<file path="src/rtl/mtcr_pkg.sv">
`timescale 1ns/1ps
package mtcr_pkg;

    localparam int ADDR_W = 8;
    localparam int DATA_W = 32;
    localparam int SLOT_W = 3;
    localparam int VPF_W  = 4;

    typedef enum logic [1:0] {BK_NONE, BK_SHARED, BK_THREAD, BK_VPROC} bank_e;
    typedef enum logic [1:0] {PH_IDLE, PH_WAIT, PH_WALK} phase_e;

    typedef struct packed {
        logic              hit;
        bank_e             bank;
        logic [SLOT_W-1:0] slot;
    } reg_loc_t;

    localparam int NUM_TC_SLOTS = 6;
    localparam int NUM_VP_SLOTS = 6;
    localparam int NUM_SH_SLOTS = 7;

    localparam int TS_STATUS = 0, TS_BIND = 1, TS_HALT = 2, TS_CTX = 3, TS_PSTAT = 4, TS_LLADDR = 5;
    localparam int VS_CTL = 0, VS_CFG0 = 1, VS_CFG1 = 2, VS_YMASK = 3, VS_SCHED = 4, VS_XBASE = 5;
    localparam int SS_MTCTL = 0, SS_MTCFG = 1, SS_CFGA = 2, SS_CFGB = 3, SS_CFGC = 4, SS_CFGD = 5, SS_SCRATCH = 6;

    // register number * 8 + select
    localparam logic [ADDR_W-1:0] A_MTCTL   = 8'd1;
    localparam logic [ADDR_W-1:0] A_MTCFG   = 8'd2;
    localparam logic [ADDR_W-1:0] A_VCTL    = 8'd9;
    localparam logic [ADDR_W-1:0] A_VCFG0   = 8'd10;
    localparam logic [ADDR_W-1:0] A_VCFG1   = 8'd11;
    localparam logic [ADDR_W-1:0] A_YMASK   = 8'd12;
    localparam logic [ADDR_W-1:0] A_VSCHED  = 8'd13;
    localparam logic [ADDR_W-1:0] A_TSTAT   = 8'd17;
    localparam logic [ADDR_W-1:0] A_TBIND   = 8'd18;
    localparam logic [ADDR_W-1:0] A_THALT   = 8'd20;
    localparam logic [ADDR_W-1:0] A_TCTX    = 8'd21;
    localparam logic [ADDR_W-1:0] A_PSTAT   = 8'd96;
    localparam logic [ADDR_W-1:0] A_XBASE   = 8'd121;
    localparam logic [ADDR_W-1:0] A_CFGA    = 8'd128;
    localparam logic [ADDR_W-1:0] A_CFGB    = 8'd129;
    localparam logic [ADDR_W-1:0] A_CFGC    = 8'd130;
    localparam logic [ADDR_W-1:0] A_CFGD    = 8'd131;
    localparam logic [ADDR_W-1:0] A_LLADDR  = 8'd136;
    localparam logic [ADDR_W-1:0] A_SCRATCH = 8'd250;

    // field positions
    localparam int MTCFG_TC_LO  = 0;
    localparam int MTCFG_VP_LO  = 10;
    localparam int MTCFG_ALLOC  = 15;
    localparam int BIND_VP_LO   = 0;
    localparam int BIND_TC_LO   = 21;
    localparam int TSTAT_ACT    = 15;
    localparam int TSTAT_DYN    = 7;
    localparam int HALT_BIT     = 0;
    localparam int CFG_CONT     = 31;
    localparam int CFGD_MT      = 2;
    localparam int VCFG0_MASTER = 1;

    function automatic reg_loc_t locate(input logic [ADDR_W-1:0] a);
        reg_loc_t r;
        r = '{hit: 1'b1, bank: BK_SHARED, slot: '0};
        case (a)
            A_MTCTL:   r.slot = SLOT_W'(SS_MTCTL);
            A_MTCFG:   r.slot = SLOT_W'(SS_MTCFG);
            A_CFGA:    r.slot = SLOT_W'(SS_CFGA);
            A_CFGB:    r.slot = SLOT_W'(SS_CFGB);
            A_CFGC:    r.slot = SLOT_W'(SS_CFGC);
            A_CFGD:    r.slot = SLOT_W'(SS_CFGD);
            A_SCRATCH: r.slot = SLOT_W'(SS_SCRATCH);
            A_TSTAT:   begin r.bank = BK_THREAD; r.slot = SLOT_W'(TS_STATUS); end
            A_TBIND:   begin r.bank = BK_THREAD; r.slot = SLOT_W'(TS_BIND);   end
            A_THALT:   begin r.bank = BK_THREAD; r.slot = SLOT_W'(TS_HALT);   end
            A_TCTX:    begin r.bank = BK_THREAD; r.slot = SLOT_W'(TS_CTX);    end
            A_PSTAT:   begin r.bank = BK_THREAD; r.slot = SLOT_W'(TS_PSTAT);  end
            A_LLADDR:  begin r.bank = BK_THREAD; r.slot = SLOT_W'(TS_LLADDR); end
            A_VCTL:    begin r.bank = BK_VPROC;  r.slot = SLOT_W'(VS_CTL);    end
            A_VCFG0:   begin r.bank = BK_VPROC;  r.slot = SLOT_W'(VS_CFG0);   end
            A_VCFG1:   begin r.bank = BK_VPROC;  r.slot = SLOT_W'(VS_CFG1);   end
            A_YMASK:   begin r.bank = BK_VPROC;  r.slot = SLOT_W'(VS_YMASK);  end
            A_VSCHED:  begin r.bank = BK_VPROC;  r.slot = SLOT_W'(VS_SCHED);  end
            A_XBASE:   begin r.bank = BK_VPROC;  r.slot = SLOT_W'(VS_XBASE);  end
            default:   begin r.hit = 1'b0; r.bank = BK_NONE; end
        endcase
        return r;
    endfunction

endpackage

</file>
<file path="src/rtl/mtcr_addr_dec.sv">
`timescale 1ns/1ps
module mtcr_addr_dec
    import mtcr_pkg::*;
(
    input  logic [ADDR_W-1:0] addr,
    output reg_loc_t          loc
);
    always_comb begin
        loc = locate(addr);
    end
endmodule

</file>
<file path="src/rtl/mtcr_bank_store.sv">
`timescale 1ns/1ps
module mtcr_bank_store
    import mtcr_pkg::*;
#(
    parameter int N_THREADS = 4,
    parameter int N_VPES    = 2
) (
    input  logic                 clk,
    input  logic                 rst_n,
    input  logic                 wr_en,
    input  reg_loc_t             wr_loc,
    input  logic [$clog2(N_THREADS)-1:0] wr_tid,
    input  logic [DATA_W-1:0]    wr_data,
    input  reg_loc_t             rd_loc,
    input  logic [$clog2(N_THREADS)-1:0] rd_tid,
    output logic [DATA_W-1:0]    rd_data,
    output logic [N_THREADS-1:0] halt_vec,
    output logic [N_THREADS-1:0] act_vec,
    output logic [7:0]           hi_tc
);
    localparam int VP_W = (N_VPES > 1) ? $clog2(N_VPES) : 1;

    logic [DATA_W-1:0] tc_q [N_THREADS][NUM_TC_SLOTS];
    logic [DATA_W-1:0] tc_d [N_THREADS][NUM_TC_SLOTS];
    logic [DATA_W-1:0] vp_q [N_VPES][NUM_VP_SLOTS];
    logic [DATA_W-1:0] vp_d [N_VPES][NUM_VP_SLOTS];
    logic [DATA_W-1:0] sh_q [NUM_SH_SLOTS];
    logic [DATA_W-1:0] sh_d [NUM_SH_SLOTS];

    logic [VPF_W-1:0] wr_vp, rd_vp;

    function automatic logic [DATA_W-1:0] tc_init(input int t, input int s);
        logic [DATA_W-1:0] v;
        v = '0;
        if (s == TS_BIND)   v[BIND_TC_LO +: 8] = 8'(t);
        if (s == TS_STATUS) begin
            v[TSTAT_DYN] = 1'b1;
            v[TSTAT_ACT] = (t == 0);
        end
        return v;
    endfunction

    function automatic logic [DATA_W-1:0] vp_init(input int p, input int s);
        logic [DATA_W-1:0] v;
        v = '0;
        if (s == VS_CFG0 && p == 0) v[VCFG0_MASTER] = 1'b1;
        return v;
    endfunction

    function automatic logic [DATA_W-1:0] sh_init(input int s);
        logic [DATA_W-1:0] v;
        v = '0;
        if (s == SS_CFGA || s == SS_CFGB || s == SS_CFGC) v[CFG_CONT] = 1'b1;
        if (s == SS_CFGD) v[CFGD_MT] = 1'b1;
        if (s == SS_MTCFG) begin
            v[MTCFG_ALLOC]           = 1'b1;
            v[MTCFG_VP_LO +: VPF_W]  = VPF_W'(N_VPES - 1);
            v[MTCFG_TC_LO +: 8]      = 8'(N_THREADS - 1);
        end
        return v;
    endfunction

    always_comb begin
        wr_vp = tc_q[wr_tid][TS_BIND][BIND_VP_LO +: VPF_W];
        rd_vp = tc_q[rd_tid][TS_BIND][BIND_VP_LO +: VPF_W];
    end

    // next state
    always_comb begin
        tc_d = tc_q;
        vp_d = vp_q;
        sh_d = sh_q;
        if (wr_en && wr_loc.hit) begin
            case (wr_loc.bank)
                BK_THREAD: tc_d[wr_tid][wr_loc.slot] = wr_data;
                BK_VPROC:  if (wr_vp < VPF_W'(N_VPES)) vp_d[wr_vp[VP_W-1:0]][wr_loc.slot] = wr_data;
                BK_SHARED: sh_d[wr_loc.slot] = wr_data;
                default:   ;
            endcase
        end
    end

    // read mux
    always_comb begin
        rd_data = '0;
        if (rd_loc.hit) begin
            case (rd_loc.bank)
                BK_THREAD: rd_data = tc_q[rd_tid][rd_loc.slot];
                BK_VPROC:  if (rd_vp < VPF_W'(N_VPES)) rd_data = vp_q[rd_vp[VP_W-1:0]][rd_loc.slot];
                BK_SHARED: rd_data = sh_q[rd_loc.slot];
                default:   rd_data = '0;
            endcase
        end
    end

    always_ff @(posedge clk or negedge rst_n) begin
        if (!rst_n) begin
            for (int t = 0; t < N_THREADS; t++)
                for (int s = 0; s < NUM_TC_SLOTS; s++) tc_q[t][s] <= tc_init(t, s);
            for (int p = 0; p < N_VPES; p++)
                for (int s = 0; s < NUM_VP_SLOTS; s++) vp_q[p][s] <= vp_init(p, s);
            for (int s = 0; s < NUM_SH_SLOTS; s++) sh_q[s] <= sh_init(s);
        end else begin
            tc_q <= tc_d;
            vp_q <= vp_d;
            sh_q <= sh_d;
        end
    end

    for (genvar g = 0; g < N_THREADS; g++) begin : g_thr
        assign halt_vec[g] = tc_q[g][TS_HALT][HALT_BIT];
        assign act_vec[g]  = tc_q[g][TS_STATUS][TSTAT_ACT];
    end
    assign hi_tc = sh_q[SS_MTCFG][MTCFG_TC_LO +: 8];


    unmapped_rd_zero_chk: assert property (@(posedge clk) disable iff (!rst_n)
        !rd_loc.hit |-> rd_data == '0);


    bad_vproc_rd_zero_chk: assert property (@(posedge clk) disable iff (!rst_n)
        (rd_loc.bank == BK_VPROC && rd_vp >= VPF_W'(N_VPES)) |-> rd_data == '0);

endmodule

</file>
<file path="src/rtl/mtcr_run_eval.sv">
`timescale 1ns/1ps
module mtcr_run_eval
    import mtcr_pkg::*;
#(
    parameter int N_THREADS  = 4,
    parameter int EVAL_DELAY = 3
) (
    input  logic                 clk,
    input  logic                 rst_n,
    input  logic                 trig,
    input  logic [N_THREADS-1:0] halt_vec,
    input  logic [N_THREADS-1:0] act_vec,
    input  logic [7:0]           hi_tc,
    output logic [N_THREADS-1:0] run_en,
    output logic                 done,
    output logic                 pending
);
    localparam int TID_W = $clog2(N_THREADS);
    localparam int DLY_W = (EVAL_DELAY > 0) ? $clog2(EVAL_DELAY + 1) : 1;

    typedef struct packed {
        phase_e               phase;
        logic [DLY_W-1:0]     cnt;
        logic [TID_W-1:0]     idx;
        logic [N_THREADS-1:0] shadow;
        logic [N_THREADS-1:0] run;
        logic                 done;
    } ev_t;

    ev_t q, d;
    logic [TID_W-1:0] last_idx;

    always_comb begin
        last_idx = (hi_tc >= 8'(N_THREADS - 1)) ? TID_W'(N_THREADS - 1) : hi_tc[TID_W-1:0];
        d = q;
        d.done = 1'b0;
        case (q.phase)
            PH_IDLE: begin
                if (trig) begin
                    d.shadow = q.run;
                    d.idx    = '0;
                    if (EVAL_DELAY == 0) begin
                        d.phase = PH_WALK;
                    end else begin
                        d.phase = PH_WAIT;
                        d.cnt   = DLY_W'(EVAL_DELAY);
                    end
                end
            end
            PH_WAIT: begin
                if (q.cnt == DLY_W'(1)) d.phase = PH_WALK;
                else                    d.cnt   = q.cnt - DLY_W'(1);
            end
            PH_WALK: begin
                d.shadow[q.idx] = act_vec[q.idx] & ~halt_vec[q.idx];
                if (q.idx == last_idx) begin
                    d.run   = d.shadow;
                    d.done  = 1'b1;
                    d.phase = PH_IDLE;
                end else begin
                    d.idx = q.idx + TID_W'(1);
                end
            end
            default: d.phase = PH_IDLE;
        endcase
    end

    always_ff @(posedge clk or negedge rst_n) begin
        if (!rst_n) begin
            q.phase  <= PH_IDLE;
            q.cnt    <= '0;
            q.idx    <= '0;
            q.shadow <= '0;
            q.run    <= N_THREADS'(1);
            q.done   <= 1'b0;
        end else begin
            q <= d;
        end
    end

    assign run_en  = q.run;
    assign done    = q.done;
    assign pending = (q.phase != PH_IDLE);


    done_pulse_chk: assert property (@(posedge clk) disable iff (!rst_n)
        q.done |=> !q.done);


    run_hold_chk: assert property (@(posedge clk) disable iff (!rst_n)
        !q.done |-> $stable(q.run));


    eval_start_chk: assert property (@(posedge clk) disable iff (!rst_n)
        (q.phase == PH_IDLE && trig) |=> q.phase != PH_IDLE);


    idle_hold_chk: assert property (@(posedge clk) disable iff (!rst_n)
        (q.phase == PH_IDLE && !trig) |=> (q.phase == PH_IDLE && !q.done));


    no_restart_chk: assert property (@(posedge clk) disable iff (!rst_n)
        (q.phase != PH_IDLE) |=> !(q.phase == PH_WAIT && q.cnt == DLY_W'(EVAL_DELAY)));

endmodule

</file>
<file path="src/rtl/mt_cregs.sv">
`timescale 1ns/1ps
module mt_cregs
    import mtcr_pkg::*;
#(
    parameter int N_THREADS  = 4,
    parameter int N_VPES     = 2,
    parameter int EVAL_DELAY = 3
) (
    input  logic                         clk,
    input  logic                         rst_n,
    input  logic                         wr_en,
    input  logic                         wr_effect,
    input  logic [7:0]                   wr_addr,
    input  logic [$clog2(N_THREADS)-1:0] wr_tid,
    input  logic [31:0]                  wr_data,
    input  logic [7:0]                   rd_addr,
    input  logic [$clog2(N_THREADS)-1:0] rd_tid,
    output logic [31:0]                  rd_data,
    output logic [N_THREADS-1:0]         run_en,
    output logic                         eval_done,
    output logic                         eval_pending
);
    reg_loc_t wr_loc, rd_loc;
    logic [N_THREADS-1:0] halt_vec, act_vec;
    logic [7:0] hi_tc;

    mtcr_addr_dec u_wdec (.addr(wr_addr), .loc(wr_loc));
    mtcr_addr_dec u_rdec (.addr(rd_addr), .loc(rd_loc));

    mtcr_bank_store #(.N_THREADS(N_THREADS), .N_VPES(N_VPES)) u_store (
        .clk(clk), .rst_n(rst_n),
        .wr_en(wr_en), .wr_loc(wr_loc), .wr_tid(wr_tid), .wr_data(wr_data),
        .rd_loc(rd_loc), .rd_tid(rd_tid), .rd_data(rd_data),
        .halt_vec(halt_vec), .act_vec(act_vec), .hi_tc(hi_tc)
    );

    mtcr_run_eval #(.N_THREADS(N_THREADS), .EVAL_DELAY(EVAL_DELAY)) u_eval (
        .clk(clk), .rst_n(rst_n),
        .trig(wr_en & wr_effect),
        .halt_vec(halt_vec), .act_vec(act_vec), .hi_tc(hi_tc),
        .run_en(run_en), .done(eval_done), .pending(eval_pending)
    );
endmodule

</file>
<file path="config.mk">
export PLATFORM = sky130hd
export DESIGN_NAME = mt_cregs
export DESIGN_NICKNAME = d
export VERILOG_FILES = /design/src/rtl/mtcr_pkg.sv /design/src/rtl/mtcr_addr_dec.sv /design/src/rtl/mtcr_bank_store.sv /design/src/rtl/mtcr_run_eval.sv /design/src/rtl/mt_cregs.sv
export SDC_FILE = /design/constraint.sdc
export NUM_CORES = 2
export LEC_CHECK = 0
export BUFFER_PORTS_ARGS = -buffer_cell sky130_fd_sc_hd__buf_2
export CORE_AREA = 10 10 355 357
export CTS_CLUSTER_SIZE = 40
export DETAILED_ROUTE_END_ITERATION = 10
export DIE_AREA = 0 0 365 367
export GPL_ROUTABILITY_DRIVEN = 0
export PLACE_DENSITY = 0.81
export SYNTH_ARGS = -nofsm -noshare
export SYNTH_HDL_FRONTEND = slang
export SYNTH_SLANG_ARGS = --single-unit
</file>
<file path="constraint.sdc">
create_clock -name clk -period 5.3 [get_ports clk]
set_input_delay 0.53 -clock clk [delete_from_list [all_inputs] [get_ports clk]]
set_output_delay 0.53 -clock clk [all_outputs]
set_load 0.005 [all_outputs]
</file>
==> metrics <==
clk sinks=1391; Post-Route WL=176 mm; combinational share of power=0.068; global-route wire length before repair=267 mm; Starting Density=0.546; Lkg Pwr=0.0344 uW; worst reg2reg path startpoint=u_store.tc_q[515]; clock share of power=0.441; hold path start=wr_effect; GR Overflow Total=0; Layout fillers=~8400; Final Critical Period=~4.6 ns; Vias/cell=6.62; share of post-route cells with drive strength above 1=0.469; pre-CTS setup slack=0.705 ns; Core Footprint=119000 sq um; Max Buffers Root-to-Sink=3; Cell Pwr Density=about 320 nW/um^2; num ports=94; Register Area=34800 sq um; Multi-input gate area=28400 sq um; final core utilization=0.602; Post-synth EDFFs=0; yosys warns=0; Worst Setup SP=rd_addr[2]; Tot GR Track Use=0.261; CTS root buffer=clkbuf_16; CTS tree=yes; P&R area growth vs syn=10.2%; fin cells=6078; Post-route DRC=0; Routed wire per std cell=28.9 um; die height=367 um; post-synthesis register bit count=1391; Yosys cell types=73; r2r setup slk=1.33 ns; period utilization=0.871; largest net degree at the start of global routing=180; IO Port Bufs=93; Gate Count Post-Synth=about 4500; Final setup viols=0; Slew Viols, Final=0; outcome=completed; worst hold stages=4; final hold vios=0; Worst Path Required=between 4 and 5 ns; switch share=0.237; CP Max Fanout=42; vias in the first global route=42000; Pwr Total=between 20000 and 25000 uW; Pint=17300 uW; r2r endpoint=u_store.vp_q[329]; top_reg_cell synth=dfrtp_1; area of the mapped netlist=65000 sq um; Placed Cells=5820; initial antenna violation count=17; Reg2Reg Depth=8; Clk Latency, worst-skew pair=roughly 0.77 ns; Max Freq=217 MHz; post-CTS setup buffer count=0; CP arrival=4.09 ns; maximum vdd drop=0.000259 V; Final nets=between 4000 and 5000; Die Width=365 um; H-tree depth=4; Crit Path Class=in -> out; max cap viols=0; Hold Path Sink=u_eval.q[13]; Async SR Flop Fraction=1.00; syn_area_per_cell=14.4 sq um; post-route ant nets=0; hold crit path type=in -> reg; Sequential Power Share=0.491; RSZ-0062 raised after global routing=no; via count=40200; crit path capture type=primary output; clk slew on worst S/H paths=0.06 ns; Iter 0 DRT Violations=between 4000 and 5000; FP Rows=127; syn_nets=4563; Least-Margin Pin Slew=1.12 ns; worst setup margin=0.684 ns; Pre-Repair DR Iteration Count=7; Fin Clk Skew=0.0256 ns; Critical Path Source Type=input port; max_slew headroom=0.253; total CTS buffers=141; Sum Neg Setup Slack=0 ns; Sw Pwr=between 5000 and 6000 uW; Seq/Total Area, Yosys=0.536; DP Wirelength=104 mm; Die ar.=134000 sq um
power by group through the flow:
stage	registers (uW)	logic, uW	clock network [uW]
2_1_floorplan	11200	1030	0
4_1_cts	11100	1550	10100
6_report	11100	1540	10000
3_3_place_gp	11300	1500	0
3_5_place_dp	11300	1540	0
5_1_grt	11200	1690	10600
worst max path at each step:
| stage | endpoint | slack [ns] | cells past startpoint |
|---|---|---|---|
| 2_1_floorplan | rd_data[14] | 1.94 | 10 |
| 3_3_place_gp | rd_data[7] | 0.81 | 11 |
| 3_5_place_dp | rd_data[8] | 0.70 | 10 |
| 4_1_cts | rd_data[8] | 0.70 | 10 |
| 5_1_grt | rd_data[7] | 0.41 | 11 |
| 6_report | rd_data[30] | 0.68 | 10 |
per-layer routing:
metal | part of all wire | global-route usage | wire length, um
met5 | 0.00031 | 0 | 55
met4 | 0.053 | 0.127 | 9300
met3 | 0.088 | 0.0640 | 15500
met2 | 0.46 | 0.395 | 80800
met1 | 0.40 | 0.352 | 70200
area by class of cell:
class	count	share of cell area
antenna	8	0.000279
clock buffer	211	0.0567
clock inverter	38	0.00812
inverter	10	0.000524
multi-input combinational	2664	0.396
sequential	1391	0.486
tap	1548	0.0270
timing repair buffer	208	0.0248
cells in the mapped netlist (12+ instances only):
| cell | number | area, sq um |
|---|---|---|
| clkbuf_1 | 226 | 848 |
| mux2i_1 | 71 | 711 |
| dfrtp_1 | 1372 | 34300 |
| o311ai_0 | 16 | 140 |
| nand2_1 | 330 | 1240 |
| mux2_2 | 1168 | 13200 |
| a21oi_1 | 140 | 701 |
| dfstp_2 | 19 | 499 |
| nor2_1 | 59 | 221 |
| buf_1 | 40 | 150 |
| mux2_1 | 38 | 428 |
| buf_2 | 131 | 656 |
| nand2b_1 | 12 | 75.1 |
| buf_4 | 18 | 135 |
| mux4_2 | 272 | 6130 |
| o21ai_0 | 39 | 195 |
| mux2_4 | 180 | 2700 |
| a22oi_1 | 42 | 315 |
| o211ai_1 | 27 | 203 |
| nand3_1 | 57 | 285 |
| nand4_1 | 35 | 219 |
| buf_6 | 22 | 248 |
| nor3_1 | 18 | 90.1 |
cells in the final DEF (no fill, tap or decap), drive strengths merged, types with 4 or more instances in the layout:
master and count:
mux2 1386, dfrtp 1372, nand2 330, mux4 272
clkbuf 212, buf 206, a21oi 140, mux2i 71
nor2 59, nand3 57, o21ai 43, a22oi 42
nand4 35, o211ai 27, o311ai 23, clkinv 21
dfstp 19, nor3 19, inv 18, or2 14
nand2b 12, a221oi 10, or3 10, a31oi 9
diode 8, a211oi 8, nand3b 7, nor2b 7
bufinv 7, nor4 7, nor3b 6, and2 6
a311oi 6, and3 5, ha 5, a22o 4
o22ai 4
metrics by stage:
step           hold WS (ns)  instance area, sq um
2_1_floorplan         0.234                 65000
5_1_grt               0.168                 71600
6_report              0.148                 71600
3_3_place_gp          0.457                 67000
4_1_cts               0.117                 71600
3_5_place_dp          0.476                 67000
critical path, stage by stage:
cell and delay, ns:
buf_2 0.19, nor4b_1 0.55, nand3_1 0.17, a21boi_2 0.37
or2_4 0.76, nand3_1 0.47, a21oi_1 0.26, a311oi_1 0.10
o211ai_1 0.40, buf_2 0.25
cells by family after synthesis:
group,count (synthesis),share of synthesized area
DFF,1391,0.536
buffers and inverters,447,0.0319
and+or+nand+nor,586,0.0411
AOI/OAI and AO/OA,343,0.0341
xor gates and xnor gates,1,0.000135
muxes,1729,0.356
adders and majority gates,5,0.000963
flip-flops by register name, summed over array words and instances (netlist names):
register	count
u_store.halt_vec	4
u_eval.q	10
u_store.tc_q	760
u_store.hi_tc	8
u_eval.run_en	4
u_store.sh_q	216
u_store.act_vec	4
u_eval.done	1
u_store.vp_q	384
repair_timing:
action	in CTS	in global routing
hold buffers	1	0
resized for setup	0	0
setup endpoints to repair	0	0
hold endpoints to repair	101	0
Note: power is estimated with default switching activity, not from simulation.
